$ cat config.mk
export PLATFORM = sky130hd
export DESIGN_NAME = spi_frame_master
export DESIGN_NICKNAME = d
export VERILOG_FILES = /design/src/rtl/spi_fm_pkg.sv /design/src/rtl/spi_fm_fifo.sv /design/src/rtl/spi_fm_engine.sv /design/src/rtl/spi_frame_master.sv
export SDC_FILE = /design/constraint.sdc
export NUM_CORES = 1
export LEC_CHECK = 0
export ABC_AREA = 1
export BUFFER_PORTS_ARGS = -buffer_cell sky130_fd_sc_hd__buf_4
export CORE_ASPECT_RATIO = 1.75
export CORE_MARGIN = 2
export CORE_UTILIZATION = 50
export CTS_CLUSTER_DIAMETER = 30
export CTS_CLUSTER_SIZE = 28
export DETAILED_ROUTE_END_ITERATION = 16
export HOLD_SLACK_MARGIN = 0.12
export PLACE_DENSITY = 0.67
export SYNTH_ARGS = -nofsm -noshare
export SYNTH_HDL_FRONTEND = slang
export SYNTH_HIERARCHICAL = 1
export SYNTH_SLANG_ARGS = --single-unit
$ cat constraint.sdc
create_clock -name clk -period 4.4 [get_ports clk]
set_input_delay 0.44 -clock clk [delete_from_list [all_inputs] [get_ports clk]]
set_output_delay 0.44 -clock clk [all_outputs]
set_load 0.02 [all_outputs]
$ cat src/rtl/spi_fm_pkg.sv
package spi_fm_pkg;

    typedef enum logic [1:0] {
        PH_IDLE  = 2'd0,
        PH_LEAD  = 2'd1,
        PH_RUN   = 2'd2,
        PH_TRAIL = 2'd3
    } phase_e;

    localparam int MIN_WORD_BITS = 4;

endpackage

$ cat src/rtl/spi_fm_fifo.sv
module spi_fm_fifo #(
    parameter int WIDTH = 16,
    parameter int DEPTH = 4
) (
    input  logic             clk,
    input  logic             rst_n,
    input  logic             push,
    input  logic [WIDTH-1:0] wdata,
    input  logic             pop,
    output logic [WIDTH-1:0] rdata,
    output logic             full,
    output logic             empty
);
    localparam int AW = (DEPTH > 1) ? $clog2(DEPTH) : 1;
    localparam int CW = $clog2(DEPTH + 1);

    typedef struct packed {
        logic [AW-1:0] wp;
        logic [AW-1:0] rp;
        logic [CW-1:0] cnt;
    } fifo_s;

    fifo_s q, d;
    logic [WIDTH-1:0] mem [DEPTH];
    logic do_push, do_pop;

    assign full    = (q.cnt == CW'(DEPTH));
    assign empty   = (q.cnt == '0);
    assign do_push = push && !full;
    assign do_pop  = pop && !empty;
    assign rdata   = mem[q.rp];

    always_comb begin
        d = q;
        if (do_push) d.wp = (q.wp == AW'(DEPTH - 1)) ? '0 : q.wp + AW'(1);
        if (do_pop)  d.rp = (q.rp == AW'(DEPTH - 1)) ? '0 : q.rp + AW'(1);
        if (do_push && !do_pop)      d.cnt = q.cnt + CW'(1);
        else if (do_pop && !do_push) d.cnt = q.cnt - CW'(1);
    end

    always_ff @(posedge clk or negedge rst_n) begin
        if (!rst_n) q <= '0;
        else        q <= d;
    end

    always_ff @(posedge clk) begin
        if (do_push) mem[q.wp] <= wdata;
    end

endmodule

$ cat src/rtl/spi_fm_engine.sv
module spi_fm_engine
    import spi_fm_pkg::*;
#(
    parameter int DATA_W = 16,
    parameter int DIV_W  = 8,
    parameter int LEN_W  = 4
) (
    input  logic              clk,
    input  logic              rst_n,
    input  logic              enable,
    input  logic [LEN_W-1:0]  word_len,
    input  logic [DIV_W-1:0]  clk_div,
    input  logic              tx_has,
    input  logic [DATA_W-1:0] tx_word,
    output logic              tx_pop,
    input  logic              miso,
    output logic              sclk,
    output logic              fss_n,
    output logic              mosi,
    output logic              busy,
    output logic              rx_push,
    output logic [DATA_W-1:0] rx_word
);
    localparam int CNT_W = $clog2(DATA_W + 1);

    typedef struct packed {
        phase_e            ph;
        logic [DIV_W-1:0]  cnt;
        logic [CNT_W-1:0]  nbits;
        logic [CNT_W-1:0]  idx;
        logic [DATA_W-1:0] tsh;
        logic [DATA_W-1:0] rsh;
        logic              sclk;
        logic              fss_n;
        logic              mosi;
        logic              push;
        logic [DATA_W-1:0] rword;
    } eng_s;

    eng_s q, d;

    logic [DIV_W-1:0]  half;
    logic [CNT_W-1:0]  len_bits;
    logic [DATA_W-1:0] tx_aligned;
    logic [DATA_W-1:0] rx_shifted;
    logic [DATA_W-1:0] rx_mask;
    logic              last_bit;
    logic              go_on;

    // half serial period in system clocks, never below one
    always_comb begin
        half = clk_div >> 1;
        if (half == '0) half = DIV_W'(1);
    end

    // word length decode with clamping
    always_comb begin
        if (int'(word_len) < MIN_WORD_BITS - 1) len_bits = CNT_W'(MIN_WORD_BITS);
        else if (int'(word_len) + 1 > DATA_W)   len_bits = CNT_W'(DATA_W);
        else                                    len_bits = CNT_W'(word_len) + CNT_W'(1);
    end

    assign tx_aligned = tx_word << (DATA_W - int'(len_bits));
    assign rx_shifted = {q.rsh[DATA_W-2:0], miso};
    assign rx_mask    = {DATA_W{1'b1}} >> (DATA_W - int'(q.nbits));
    assign last_bit   = ((q.idx + CNT_W'(1)) == q.nbits);
    assign go_on      = enable && tx_has;

    always_comb begin
        d      = q;
        d.push = 1'b0;
        tx_pop = 1'b0;
        unique case (q.ph)
            PH_IDLE: begin
                if (go_on) begin
                    tx_pop  = 1'b1;
                    d.ph    = PH_LEAD;
                    d.fss_n = 1'b0;
                    d.cnt   = half - DIV_W'(1);
                    d.nbits = len_bits;
                    d.idx   = '0;
                    d.tsh   = tx_aligned;
                end
            end
            PH_LEAD: begin
                if (q.cnt != '0) begin
                    d.cnt = q.cnt - DIV_W'(1);
                end else begin
                    d.sclk = 1'b0;
                    d.mosi = q.tsh[DATA_W-1];
                    d.tsh  = q.tsh << 1;
                    d.cnt  = half - DIV_W'(1);
                    d.ph   = PH_RUN;
                end
            end
            PH_RUN: begin
                if (q.cnt != '0) begin
                    d.cnt = q.cnt - DIV_W'(1);
                end else begin
                    d.cnt = half - DIV_W'(1);
                    if (!q.sclk) begin
                        // rising edge: capture
                        d.sclk = 1'b1;
                        d.rsh  = rx_shifted;
                        if (last_bit) begin
                            d.push  = 1'b1;
                            d.rword = rx_shifted & rx_mask;
                            if (go_on) begin
                                tx_pop  = 1'b1;
                                d.nbits = len_bits;
                                d.idx   = '0;
                                d.tsh   = tx_aligned;
                            end else begin
                                d.ph  = PH_TRAIL;
                                d.cnt = (half << 1) - DIV_W'(1);
                            end
                        end else begin
                            d.idx = q.idx + CNT_W'(1);
                        end
                    end else begin
                        // falling edge: launch next bit
                        d.sclk = 1'b0;
                        d.mosi = q.tsh[DATA_W-1];
                        d.tsh  = q.tsh << 1;
                    end
                end
            end
            PH_TRAIL: begin
                if (q.cnt != '0) begin
                    d.cnt = q.cnt - DIV_W'(1);
                end else begin
                    d.ph    = PH_IDLE;
                    d.fss_n = 1'b1;
                    d.mosi  = 1'b0;
                end
            end
            default: d.ph = PH_IDLE;
        endcase
    end

    always_ff @(posedge clk or negedge rst_n) begin
        if (!rst_n) begin
            q       <= '0;
            q.ph    <= PH_IDLE;
            q.sclk  <= 1'b1;
            q.fss_n <= 1'b1;
        end else begin
            q <= d;
        end
    end

    assign sclk    = q.sclk;
    assign fss_n   = q.fss_n;
    assign mosi    = q.mosi;
    assign busy    = (q.ph != PH_IDLE);
    assign rx_push = q.push;
    assign rx_word = q.rword;

endmodule

$ cat src/rtl/spi_frame_master.sv
module spi_frame_master #(
    parameter int DATA_W     = 16,
    parameter int DIV_W      = 8,
    parameter int FIFO_DEPTH = 4,
    parameter int LEN_W      = $clog2(DATA_W)
) (
    input  logic              clk,
    input  logic              rst_n,
    input  logic              enable,
    input  logic              master_mode,
    input  logic [LEN_W-1:0]  word_len,
    input  logic [DIV_W-1:0]  clk_div,
    input  logic [DATA_W-1:0] tx_data,
    input  logic              tx_valid,
    output logic              tx_ready,
    output logic [DATA_W-1:0] rx_data,
    output logic              rx_valid,
    input  logic              rx_pop,
    output logic              sclk,
    output logic              sclk_oe,
    output logic              fss_n,
    output logic              mosi,
    input  logic              miso,
    output logic              busy,
    output logic              overrun
);
    logic              tx_full, tx_empty, tx_pop;
    logic [DATA_W-1:0] tx_head;
    logic              rx_full, rx_empty, rx_push;
    logic [DATA_W-1:0] rx_word;
    logic              ovr_d, ovr_q;

    spi_fm_fifo #(.WIDTH(DATA_W), .DEPTH(FIFO_DEPTH)) u_txq (
        .clk   (clk),
        .rst_n (rst_n),
        .push  (tx_valid),
        .wdata (tx_data),
        .pop   (tx_pop),
        .rdata (tx_head),
        .full  (tx_full),
        .empty (tx_empty)
    );

    spi_fm_engine #(.DATA_W(DATA_W), .DIV_W(DIV_W), .LEN_W(LEN_W)) u_eng (
        .clk      (clk),
        .rst_n    (rst_n),
        .enable   (enable),
        .word_len (word_len),
        .clk_div  (clk_div),
        .tx_has   (!tx_empty),
        .tx_word  (tx_head),
        .tx_pop   (tx_pop),
        .miso     (miso),
        .sclk     (sclk),
        .fss_n    (fss_n),
        .mosi     (mosi),
        .busy     (busy),
        .rx_push  (rx_push),
        .rx_word  (rx_word)
    );

    spi_fm_fifo #(.WIDTH(DATA_W), .DEPTH(FIFO_DEPTH)) u_rxq (
        .clk   (clk),
        .rst_n (rst_n),
        .push  (rx_push),
        .wdata (rx_word),
        .pop   (rx_pop),
        .rdata (rx_data),
        .full  (rx_full),
        .empty (rx_empty)
    );

    always_comb begin
        ovr_d = ovr_q | (rx_push & rx_full);
    end

    always_ff @(posedge clk or negedge rst_n) begin
        if (!rst_n) ovr_q <= 1'b0;
        else        ovr_q <= ovr_d;
    end

    assign tx_ready = !tx_full;
    assign rx_valid = !rx_empty;
    assign overrun  = ovr_q;
    assign sclk_oe  = master_mode;

endmodule

==> impl_metrics.tcl <==
set metrics [dict create \
    grt_max_degree 51 \
    stdcell_count 1673 \
    drt-initial-drc-count 506 \
    design_area_sq_um 13400 \
    critPathMaxStageDelay_ns 0.42 \
    dpl.hpwl_um 17800 \
    synth_warnings 6 \
    wl_per_cell_um 15.0 \
    async_reset_ff_share_pct 40.2 \
    grt_pass1_wl_um 41100 \
    required_ns 4.83 \
    wirelength_um 25100 \
    syn_nets 1356 \
    fin_crit_ns 3.13 \
    grt.total_usage_pct 20.1 \
    fin_crit_sh_pct 71.0 \
    slew_violations 0 \
    cts_root_buf "clkbuf_16" \
    crit_chain "inv_1 > ha_1 > nand3_2 > nor2_2 > nand2_2 > nor2_2 > buf_4 > nand2_1 > a21oi_1 > nand2_1 > ha_1 > inv_1 > fa_1 > nand2_1 > o21ai_1" \
    hold_path.class "input port to register" \
    crit_path_end_kind "register" \
    setup_tns_ns 0 \
    clkPwrFrac_pct 25.5 \
    p_sw_share_pct 42.2 \
    min_path_cells 3 \
    p_int_mw 5.07 \
    synth-edff-count 128 \
    ctsHtreeMaxLevel 1 \
    overflow 0 \
    status "finished clean" \
    leakage_nw 5.93 \
    crit_path_top_delay_cell "fa_1" \
    core-area_sq_um 23400 \
    rows 74 \
    vias 8762 \
    hp-start "rx_pop" \
    drt_pre_antenna_iters 6 \
    combPwrFrac_pct 42.8 \
    drive_gt1_share_pct 20.7 \
    dieHeight_um 208 \
    yosysSeqAreaShare_pct 50.2 \
    finalHoldViolCount 0 \
    worst_clock_skew_ns 0.00985 \
    place_congestion 0.910 \
    layout_common_cells "341 x nand2_1, 164 x inv_1, 128 x edfxtp_1, 82 x dfrtp_1, 70 x buf_4" \
    final_common_cell "nand2_1" \
    cts_tree "yes" \
    die-area_sq_um 25200 \
    fp.dieW_um 121 \
    crit_top_cell "nand2_1" \
    crit_type "register to register" \
    grt_pass1_vias 8645 \
    r2r_end "u_txq/q[1]" \
    peakVddDrop_mv 0.403 \
    synth-seq-cells 214 \
    ys.flop_type "edfxtp_1" \
    clock_latency_ns 0.54 \
    rsz0062_at_grt "false" \
    cts.path.max_buffers 3 \
    worstPathArrival_ns 3.55 \
    r2r_setup_slack_ns 1.27 \
    synthCells 1297 \
    setup_violations 0 \
    place_inst 1603 \
    port_buffers 55 \
    antenna_found_initial 0 \
    drv_cap 0 \
    crit_fanout 22 \
    min_to "u_rxq/q[4]" \
    cts_buffers 28 \
    power_frac_seq_pct 31.7 \
    postPlaceCellArea_sq_um 12300 \
    num_io_pins 59 \
    r2r_start "u_eng/q[62]" \
    p_per_area_nw_per_um2 653 \
    post-route-util_pct 57.4 \
    vias_per_cell 5.24 \
    slew_headroom_pct 33.6 \
    worst-slew-pin-transition_ns 0.995 \
    cts.sinks 214 \
    cts_setup_buffers 0 \
    syn_to_final_growth_pct 12.6 \
    crit_path_start_kind "register" \
    syn_area_per_cell_sq_um 9.20 \
    postRouteAntennaNets 0 \
    finalNetCount 1406 \
    n_antenna_cell 0 \
    reg2reg_depth 15 \
    synth_area_sq_um 11900 \
    cts_resized 0 \
    start_util_pct 51.0 \
    yosysUniqueCellTypes 56 \
    clkTransAtPathRegs_ns 0.06 \
    netSwitchingPower_mw 3.71 \
    drc_errors 0 \
    fmax_mhz 320 \
]
==> registers in the layout, summed over array words and instances, names as in the netlist <==
signal and flops:
u_eng/rx_push 1, u_eng/sclk 1, u_rxq/mem 64, u_rxq/q 7, u_eng/q 51, u_txq/q 7
u_eng/rx_word 16, u_eng/mosi 1, overrun 1, u_txq/mem 64, u_eng/fss_n 1
==> power groups by stage <==
stage | combinational (mW) | clock [mW] | sequential (mW)
finish | 3.75 | 2.24 | 2.78
global route | 4.18 | 2.38 | 2.83
CTS | 3.77 | 2.30 | 2.79
detailed placement | 3.73 | 0 | 2.82
global placement | 3.68 | 0 | 2.81
floorplan | 3.08 | 0 | 2.67
==> worst max-delay path, delay by kind of cell (launching register included) <==
family                   cells  cell delay [ns]
AO/OA/AOI/OAI                2             0.34
adder cells (fa/ha/maj)      3             0.86
buffers and inverters        3             0.44
flip-flops                   1             0.40
AND/OR/NAND/NOR              7             0.97
==> per-stage QoR <==
step / power, mW / hold WS [ns] / worst slack, ns
6_report: 8.78 / 0.155 / 1.27
5_1_grt: 9.39 / 0.139 / 1.09
4_1_cts: 8.85 / 0.135 / 1.28
3_5_place_dp: 6.55 / 0.462 / 1.12
3_3_place_gp: 6.49 / 0.461 / 1.21
2_1_floorplan: 5.75 / 0.144 / 1.55
==> layout make-up <==
cell class,instances,area (sq um)
fill,2010,9980
sequential,214,6000
multi-input combinational,829,4700
clock buffer,30,729
inverter,186,711
timing repair buffer,88,706
tap,304,380
clock inverter,22,219
==> worst max-delay path by stage <==
stage	cells past startpoint	slack (ns)	endpoint	from
3_5_place_dp	16	1.12	u_eng/q[51]	word_len[0]
2_1_floorplan	16	1.55	u_txq/q[1]	u_eng/q[52]
6_report	15	1.27	u_txq/q[1]	u_eng/q[62]
3_3_place_gp	16	1.21	u_eng/q[51]	word_len[0]
5_1_grt	15	1.09	u_txq/q[1]	u_eng/q[62]
4_1_cts	15	1.28	u_txq/q[1]	u_eng/q[62]
==> cells in the mapped netlist (9+ instances only) <==
| master | n | area share (%) |
|---|---|---|
| buf_2 | 13 | 0.54 |
| dfrtp_1 | 84 | 18 |
| buf_4 | 20 | 1.3 |
| buf_6 | 9 | 0.85 |
| edfxtp_1 | 128 | 32 |
| o211ai_1 | 29 | 1.8 |
| nand3_1 | 59 | 2.5 |
| ha_1 | 22 | 2.3 |
| clkbuf_1 | 17 | 0.53 |
| nand4_1 | 10 | 0.52 |
| xor2_1 | 9 | 0.66 |
| a21oi_1 | 42 | 1.8 |
| o211ai_2 | 46 | 4.8 |
| inv_2 | 16 | 0.50 |
| o21ai_1 | 15 | 0.63 |
| nand2_1 | 341 | 11 |
| nand2_2 | 63 | 3.3 |
| inv_1 | 164 | 5.2 |
| o21ai_0 | 64 | 2.7 |
| a31oi_1 | 11 | 0.58 |
| nor2_1 | 48 | 1.5 |
==> logic make-up (layout without fill, tap and decap cells) <==
family	count (synthesis)	count (layout)	share of synthesized area [%]
compound gates	234	234	14.1
flops	214	214	50.2
mux	2	2	0.178
fa+ha+maj	24	24	2.64
buf+inv	254	326	10.5
simple gates	552	552	20.8
xor+xnor	17	17	1.56
==> routing by layer <==
metal / global-route usage [%] / wire length, um / vias up
li1: - / - / 4394
met1: 20.5 / 9220 / 4101
met2: 39.3 / 14000 / 208
met3: 2.28 / 898 / 59
met4: 9.46 / 1040 / 0
met5: 0 / 0 / -
==> what timing repair did <==
action / 4_1_cts / 5_1_grt
hold buffers: 18 / 0
hold endpoints to repair: 114 / 0
setup endpoints to repair: 0 / 0
Note: power is estimated with default switching activity, not from simulation.
